File: src/rtl/ctm_pkg.sv
// Shared constants and types for the corner-turn write mapper.
// Assumes 4-word bursts along x and a group selector taken from y bit 2.
package ctm_pkg;
    localparam int BURST_W    = 2;   // log2 of words per burst
    localparam int GRP_BIT    = 2;   // y bit that selects the chip group
    localparam int PARTS      = 2;   // real and imaginary chips per group
    localparam int PART_W     = 32;  // width of one part

    typedef enum logic {
        GRP_LOW  = 1'b0,
        GRP_HIGH = 1'b1
    } grp_e;
endpackage

File: src/rtl/ctm_set_locator.sv
// Finds where a sample sits in the interleave: chip group, bank, set slot
// inside the bank and burst slot inside the set. Purely combinational.
// Assumes DIM_W > BURST_W + BANK_W and DIM_W > 3.
module ctm_set_locator
    import ctm_pkg::*;
#(
    parameter int DIM_W  = 12,
    parameter int BANK_W = 2,
    localparam int SET_W  = DIM_W - BURST_W - BANK_W,
    localparam int SLOT_W = DIM_W - 1
) (
    input  logic [DIM_W-1:0]  x,
    input  logic [DIM_W-1:0]  y,
    output grp_e              grp,
    output logic [BANK_W-1:0] bank,
    output logic [SET_W-1:0]  set_idx,
    output logic [SLOT_W-1:0] y_slot
);
    // Group from y, bank and set from the four-line unit number,
    // burst slot from the y values that belong to this group.
    always_comb begin
        grp     = grp_e'(y[GRP_BIT]);
        bank    = x[BURST_W+BANK_W-1:BURST_W];
        set_idx = x[DIM_W-1:BURST_W+BANK_W];
        y_slot  = {y[DIM_W-1:GRP_BIT+1], y[GRP_BIT-1:0]};
    end
endmodule

File: src/rtl/ctm_burst_seq.sv
// Turns the set slot and burst slot into a row/column address inside one bank.
// Bursts of a bank are numbered set-major; ROW_BURST_W bits of that number
// select the burst inside a row, the rest select the row.
module ctm_burst_seq
    import ctm_pkg::*;
#(
    parameter int SET_W       = 8,
    parameter int SLOT_W      = 11,
    parameter int ROW_BURST_W = 7,
    localparam int SEQ_W = SET_W + SLOT_W,
    localparam int ROW_W = SEQ_W - ROW_BURST_W,
    localparam int COL_W = ROW_BURST_W + BURST_W
) (
    input  logic [SET_W-1:0]   set_idx,
    input  logic [SLOT_W-1:0]  y_slot,
    input  logic [BURST_W-1:0] word_in_burst,
    output logic [ROW_W-1:0]   row,
    output logic [COL_W-1:0]   col,
    output logic               burst_first
);
    logic [SEQ_W-1:0] seq;

    // Burst number inside the bank, then split into row and column.
    always_comb begin
        seq         = {set_idx, y_slot};
        row         = seq[SEQ_W-1:ROW_BURST_W];
        col         = {seq[ROW_BURST_W-1:0], word_in_burst};
        burst_first = (word_in_burst == '0);
    end
endmodule

File: src/rtl/ctm_pingpong.sv
// Holds the ping-pong side bit. It flips when the final element of a frame
// is accepted. Assumes one sample per cycle at most.
module ctm_pingpong (
    input  logic clk,
    input  logic rst_n,
    input  logic accept,
    input  logic is_last,
    output logic side
);
    // Flip the side after the final element, clear it on reset.
    always_ff @(posedge clk) begin
        if (!rst_n)
            side <= 1'b0;
        else if (accept && is_last)
            side <= ~side;
    end
endmodule

File: src/rtl/ctm_wr_mapper.sv
// Top of the corner-turn write mapper. Each accepted sample (x, y, data)
// becomes one registered output word with group, bank, row, column, burst
// start flag, real/imaginary parts and the ping-pong side. Latency is one
// cycle. Assumes the caller supplies coordinates; burst ordering is its job.
module ctm_wr_mapper
    import ctm_pkg::*;
#(
    parameter int DIM_W       = 12,
    parameter int BANK_W      = 2,
    parameter int ROW_BURST_W = 7,
    localparam int SAMPLE_W = PARTS * PART_W,
    localparam int SET_W    = DIM_W - BURST_W - BANK_W,
    localparam int SLOT_W   = DIM_W - 1,
    localparam int ROW_W    = SET_W + SLOT_W - ROW_BURST_W,
    localparam int COL_W    = ROW_BURST_W + BURST_W
) (
    input  logic                clk,
    input  logic                rst_n,
    input  logic                in_valid,
    input  logic [DIM_W-1:0]    in_x,
    input  logic [DIM_W-1:0]    in_y,
    input  logic [SAMPLE_W-1:0] in_data,
    output logic                out_valid,
    output logic                out_group,
    output logic [BANK_W-1:0]   out_bank,
    output logic [ROW_W-1:0]    out_row,
    output logic [COL_W-1:0]    out_col,
    output logic                out_burst_first,
    output logic [PART_W-1:0]   out_re,
    output logic [PART_W-1:0]   out_im,
    output logic                out_side,
    output logic                frame_done
);
    grp_e              grp_c;
    logic [BANK_W-1:0] bank_c;
    logic [SET_W-1:0]  set_c;
    logic [SLOT_W-1:0] slot_c;
    logic [ROW_W-1:0]  row_c;
    logic [COL_W-1:0]  col_c;
    logic              first_c;
    logic              side_c;
    logic              last_c;
    logic [PART_W-1:0] part_q [PARTS];

    ctm_set_locator #(.DIM_W(DIM_W), .BANK_W(BANK_W)) u_loc (
        .x(in_x), .y(in_y), .grp(grp_c), .bank(bank_c),
        .set_idx(set_c), .y_slot(slot_c)
    );

    ctm_burst_seq #(.SET_W(SET_W), .SLOT_W(SLOT_W), .ROW_BURST_W(ROW_BURST_W)) u_seq (
        .set_idx(set_c), .y_slot(slot_c), .word_in_burst(in_x[BURST_W-1:0]),
        .row(row_c), .col(col_c), .burst_first(first_c)
    );

    // Final element of the frame: both coordinates at their maximum.
    assign last_c = (&in_x) && (&in_y);

    ctm_pingpong u_pp (
        .clk(clk), .rst_n(rst_n), .accept(in_valid), .is_last(last_c), .side(side_c)
    );

    // Valid and frame pulse registers, cleared on reset.
    always_ff @(posedge clk) begin
        if (!rst_n) begin
            out_valid  <= 1'b0;
            frame_done <= 1'b0;
            out_side   <= 1'b0;
        end else begin
            out_valid  <= in_valid;
            frame_done <= in_valid && last_c;
            if (in_valid)
                out_side <= side_c;
        end
    end

    // Address register, loaded only with an accepted sample.
    always_ff @(posedge clk) begin
        if (in_valid) begin
            out_group       <= logic'(grp_c);
            out_bank        <= bank_c;
            out_row         <= row_c;
            out_col         <= col_c;
            out_burst_first <= first_c;
        end
    end

    // One register per data part, each feeding its own chip.
    for (genvar p = 0; p < PARTS; p++) begin : g_part
        always_ff @(posedge clk) begin
            if (in_valid)
                part_q[p] <= in_data[p*PART_W +: PART_W];
        end
    end

    assign out_re = part_q[0];
    assign out_im = part_q[1];
endmodule

File: config.mk
export PLATFORM = sky130hd
export DESIGN_NAME = ctm_wr_mapper
export DESIGN_NICKNAME = d
export VERILOG_FILES = /design/src/rtl/ctm_pkg.sv /design/src/rtl/ctm_set_locator.sv /design/src/rtl/ctm_burst_seq.sv /design/src/rtl/ctm_pingpong.sv /design/src/rtl/ctm_wr_mapper.sv
export SDC_FILE = /design/constraint.sdc
export NUM_CORES = 1
export LEC_CHECK = 0
export BUFFER_PORTS_ARGS = -buffer_cell sky130_fd_sc_hd__buf_2
export CORE_UTILIZATION = 42
export DETAILED_ROUTE_END_ITERATION = 10
export PLACE_DENSITY = 0.86
export SETUP_SLACK_MARGIN = 0.02
export SYNTH_ARGS = -nofsm -noshare
export SYNTH_HDL_FRONTEND = slang
export SYNTH_SLANG_ARGS = --single-unit
File: constraint.sdc
create_clock -name clk -period 1.1 [get_ports clk]
set_clock_uncertainty 0.05 [all_clocks]
set_input_delay 0.22 -clock clk [delete_from_list [all_inputs] [get_ports clk]]
set_output_delay 0.22 -clock clk [all_outputs]
set_load 0.01 [all_outputs]
==> results.cfg, run 1 <==
[detailed_routing]
firstDrtPassIters = 7
drc = 6
routed_via_density = 4.89
totalWireLength_mm = 9.49
ant_nets = 0
wl_per_cell_um = 20.6
via_count = 2253
drtIter0Drc = 121

[die]
die_w_um = 84.6
dieArea_um2 = 7160
initial_core_util = 0.444
io_pins = 183
core_um2 = 6460
row_count = 29
die_height_um = 84.6

[layout]
fin_nets = 470
fin_util = 0.753
fin_area_um2 = 4860
fin_cells = 461
n_antenna_cell = 0
area_delta_synth_final_pct = 69.6
layout-drive-gt1-share = 0.534

[timing]
finalHoldViolations = 0
setup_violations = 89
fin_crit_ns = 1.23
rsz0062_at_grt = true
max_freq_mhz = 814
tightest_slew_ns = 0.440
finalWorstSetupSlack_ns = -0.129
worst_slew_margin_rel = 0.704
finalCritPeriodShare = 1.12
drv_slew = 0

[critical_path]
crit_path_top_delay_cell = edfxtp_1
r2r_cells = 2
startpoint_type = flip-flop
crit_chain = buf_2
end_kind = output pin
slowest_delay_ns = 0.43
r2r_slack_ns = 0.36
rr_startpoint = u_pp.side$_SDFFE_PN0P_
cp_data_arrival_time_ns = 0.96
crit_family = flip-flops
worstPathMaxFanout = 1
path_class = flip-flop to output pin
r2r_end = out_side$_SDFFE_PN0P_
crit_buf_inv = 1
worst_ep_required_time_ns = 0.83

[pwr]
total_power_mw = 7.41
power.density_nw_per_um2 = 1520
p_leak_nw = 2.09
ir_drop_mv = 1.11

[cts]
cts_setup_buffers = 0
cts_tree = yes
numCtsBuffers = 9
cts_root_buf = clkbuf_8
clk_pin_slew_ns = 0.12
cts_buffer_depth = 2
cts.htree.levels = 3
clock-sinks = 93
clk_latency_ns = 0.34

[synthesis]
synth_top_area_frac = 0.932
netlist_area_um2 = 2870
syn-num-nets = 202
ys_ff_latch = 93
synth-async-reset-ratio = 0
yosysMostFrequentCell = edfxtp_1
ys_seq_area_frac = 0.960
netlist_top_cells_area = edfxtp_1 93%, dfxtp_1 2.8%, nand4_1 1.1%
yosysTopAreaCell = edfxtp_1
yosysUniqueCellTypes = 13
synth.top_cells.by_count = 89 x edfxtp_1, 5 x nand4_1, 4 x dfxtp_1
synthCells = 111
syn_avg_cell_area_um2 = 25.8
ys_warn_count = 0
synth-edff-count = 89
synth_ff_type = edfxtp_1

[global_route]
grt_first_pass_wirelength_mm = 12.4
gr-total-overflow = 0
grt_max_degree = 48
grt_pass1_vias = 2436
antenna_found_initial = 0
grt_use_total = 0.244

[min_path]
hold_path_end = out_bank[0]$_DFFE_PP_
hold_path_class = primary input to flip-flop
worstHoldStart = in_x[2]
hold_path_depth = 1

[placed_design]
gp_congestion = 0.742
placed_cells = 374
port_buffers = 182
hpwlAfterDp_mm = 5.16
placed_area_um2 = 3930

[run_status]
status = finished with violations
violations = DRC, setup timing

[flow_run]
cap_viol_max_count = 0
==> worst max-delay path by stage <==
stage / cells after the start / to / startpoint
5_1_grt: 1 / out_re[21] / part_q[0][21]$_DFFE_PP_
2_1_floorplan: 4 / u_pp.side$_SDFFE_PN0P_ / in_y[2]
3_5_place_dp: 5 / u_pp.side$_SDFFE_PN0P_ / in_y[3]
3_3_place_gp: 5 / u_pp.side$_SDFFE_PN0P_ / in_y[2]
6_report: 1 / out_re[21] / part_q[0][21]$_DFFE_PP_
4_1_cts: 1 / out_im[4] / part_q[0][36]$_DFFE_PP_
==> power by group <==
group	switching, mW	internal (mW)	total (mW)
Clock	1.33	0.883	2.21
Sequential	0.0825	4.17	4.25
Combinational	0.459	0.478	0.937
Total	1.87	5.53	7.41
==> cell usage in the layout, fill, tap and decap left out, drive strengths merged, types with 2 or more instances in the layout <==
master / instances
dlygate4sd3: 71
clkbuf: 9
edfxtp: 89
mux2i: 2
nand2: 3
clkinv: 4
buf: 186
nand4: 5
inv: 3
dfxtp: 4
==> final cells by class <==
type	instances	area, µm²
flip-flops and latches	93	2760
repair buffers	257	1700
fillers	407	1600
clock buffers	9	124
multi-input cells	18	115
well taps	77	96.3
clock inverters	7	68.8
==> per-layer routing <==
layer  up-vias  global-route usage  wire (µm)
met1      1072               0.242       3080
met5         -                   0          0
met3        37              0.0659        728
met4         0               0.143        435
met2       161               0.454       5250
li1        983                   -          -
==> cells by family (layout without fill, tap and decap cells) <==
| group | Yosys count | in the layout | share of synthesized area |
|---|---|---|---|
| buf+inv | 0 | 273 | 0 |
| flops | 93 | 93 | 0.960 |
| mux | 2 | 2 | 0.00698 |
| simple gates | 16 | 16 | 0.0332 |
==> timing repair <==
| item | in CTS | in global routing |
|---|---|---|
| setup endpoints to repair | 91 | 92 |
| endpoints found under the hold margin | 64 | 7 |
| resized for setup | 4 | 3 |
| gates cloned | 0 | 0 |
| hold buffers | 64 | 7 |
==> state kept, by name, summed over array words and instances, names as in the netlist <==
name / cells
frame_done: 1
part_q: 64
out_group: 1
out_valid: 1
out_side: 1
u_pp.side: 1
out_row: 12
out_bank: 2
out_burst_first: 1
out_col: 9
==> per-stage QoR <==
step / TNS, ns / worst slack, ns / hold WS (ns)
after detailed placement: -0.0909 / -0.0884 / 0.348
after global routing: -8.35 / -0.155 / -0.0172
after floorplan: 0 / 0.158 / 0.269
after CTS: -4.79 / -0.0900 / 0.00144
final: -4.47 / -0.129 / 0.00612
after global placement: 0 / 0.00854 / 0.346
No activity file was read; power rests on OpenSTA's default activity.
==> run 2: changes to the inputs <==
--- a/config.mk
+++ b/config.mk
@@ -6,9 +6,12 @@
 export NUM_CORES = 1
 export LEC_CHECK = 0
 export BUFFER_PORTS_ARGS = -buffer_cell sky130_fd_sc_hd__buf_2
-export CORE_UTILIZATION = 42
+export CORE_MARGIN = 2
+export CORE_UTILIZATION = 43
+export CTS_BUF_LIST = sky130_fd_sc_hd__clkbuf_4 sky130_fd_sc_hd__clkbuf_8
+export CTS_CLUSTER_SIZE = 16
 export DETAILED_ROUTE_END_ITERATION = 10
-export PLACE_DENSITY = 0.86
+export PLACE_DENSITY = 0.88
 export SETUP_SLACK_MARGIN = 0.02
 export SYNTH_ARGS = -nofsm -noshare
 export SYNTH_HDL_FRONTEND = slang
==> run 2 against run 1 <==
Net effect: the flow finishes with violations (setup timing); critical endpoint is now out_re[6]; clock power shrank 6%; routed wire length decreased by 11%; critical path depth unchanged; global-route usage is 1.4 points lower; sequential power about the same; design area up 2.7%; core utilization rose by 2.9 points; largest power group unchanged; combinational power increased by 0.7%; sequential share of layout area is 1.5 points lower; via count fell by 1.2%; power fell by 1.8%.
==> results.cfg, run 2 (synthesis gave the netlist of run 1 again) <==
[run_status]
status = finished with violations
violations = setup timing

[detailed_routing]
drtIter0Drc = 96
routed_via_density = 4.68
drc = 0
ant_nets = 0
totalWireLength_mm = 8.47
wl_per_cell_um = 17.8
firstDrtPassIters = 4
via_count = 2225

[die]
die_w_um = 85.7
row_count = 29
die_height_um = 85.7
initial_core_util = 0.449
dieArea_um2 = 7340
core_um2 = 6390
io_pins = 183

[critical_path]
crit_chain = buf_2
startpoint = part_q[0][6]$_DFFE_PP_
crit_path_top_delay_cell = edfxtp_1
worst_ep_required_time_ns = 0.83
worstPathMaxFanout = 1
startpoint_type = flip-flop
end_kind = output pin
cp_data_arrival_time_ns = 0.92
crit_buf_inv = 1
rr_startpoint = out_side$_SDFFE_PN0P_
path_class = flip-flop to output pin
crit_family = flip-flops
slowest_delay_ns = 0.42
r2r_cells = 3
cp_num_cells = 1

[global_route]
grt_max_degree = 53
gr-total-overflow = 0
grt_first_pass_wirelength_mm = 12.3
antenna_found_initial = 0
grt_use_total = 0.230
grt_pass1_vias = 2399

[cts]
clk_latency_ns = 0.34
numCtsBuffers = 9
clk_pin_slew_ns = 0.09
clock-sinks = 93
cts_buffer_depth = 2
cts_root_buf = clkbuf_8
cts.htree.levels = 3
cts_tree = yes

[placed_design]
pre_cts_ws_ns = -0.112
port_buffers = 182
hpwlAfterDp_mm = 4.76
placed_cells = 373
placed_area_um2 = 3930
gp_congestion = 0.742

[pwr]
p_leak_nw = 2.14
ir_drop_mv = 1.13
power.density_nw_per_um2 = 1460

[layout]
top_register = part_q
area_delta_synth_final_pct = 74.1
largest_reg_flops = 64
final_cell_mix = 177 x buf_2, 89 x edfxtp_1, 85 x dlygate4sd3_1
layout_commonest_cell = buf_2
layout-drive-gt1-share = 0.520
fin_util = 0.782
n_antenna_cell = 0
fin_nets = 484
fin_cells = 475
top_regs = part_q (64), out_row (12), out_col (9)
fin_area_um2 = 4990

[timing]
finalHoldViolations = 0
finalWorstSetupSlack_ns = -0.0939
worst_slew_margin_rel = 0.770
finalCritPeriodShare = 1.09
fin_crit_ns = 1.19
setup_violations = 89
drv_slew = 0
tightest_slew_ns = 0.343
hold_ws_ns = 0.0236
rsz0062_at_grt = true
max_freq_mhz = 838

[min_path]
hold_path_class = primary input to flip-flop
worstHoldStart = in_y[10]
hold_path_depth = 1

[flow_run]
cap_viol_max_count = 0
==> run 2: cell types whose count changed in the layout (fill, tap and decap cells not counted), sizes merged <==
cell	change
dlygate4sd3	+14
clkinvlp	+2
inv	+1
clkinv	-3
==> run 2: report_power, final <==
part | total (mW) | internal (mW) | leakage (nW) | switching (mW)
combinational | 0.944 | 0.507 | 1.15 | 0.437
sequential | 4.25 | 4.17 | 0.905 | 0.0750
clock | 2.08 | 0.857 | 0.0886 | 1.22
total | 7.27 | 5.53 | 2.14 | 1.73
==> run 2: path summary, 6_finish.rpt <==
| path | end | slack (ns) |
|---|---|---|
| setup reg to reg | out_side$_SDFFE_PN0P_ | 0.27 |
| setup / recovery | out_re[6] | -0.09 |
| hold / removal | out_row[2]$_DFFE_PP_ | 0.02 |
| hold reg to reg | u_pp.side$_SDFFE_PN0P_ | 0.54 |
==> run 2: area by class of cell <==
type	count	area, µm²
tap	77	96.3
clock buffer	9	124
timing repair buffer	271	1840
clock inverter	7	57.6
sequential	93	2760
fill	357	1390
multi-input combinational	18	115
==> run 2: stage by stage <==
step           TNS [ns]  total power, mW
2_1_floorplan         0             4.48
3_3_place_gp    -0.0294             4.97
3_5_place_dp     -0.112             4.99
4_1_cts           -4.98             7.29
5_1_grt           -8.05             7.55
6_report          -3.51             7.27
==> run 2: repair_timing <==
| item | 4_1_cts | 5_1_grt |
|---|---|---|
| endpoints found under the hold margin | 83 | 2 |
| gates resized for setup | 2 | 5 |
| endpoints found under the setup margin | 91 | 92 |
| hold buffers | 83 | 2 |
| buffers inserted | 0 | 1 |
==> run 2: per-layer routing <==
layer	global-route usage	vias up	share of wire
met5	0	-	0
met1	0.241	1055	0.36
met4	0.0895	0	0.020
met2	0.418	142	0.53
li1	-	1012	-
met3	0.0837	16	0.096
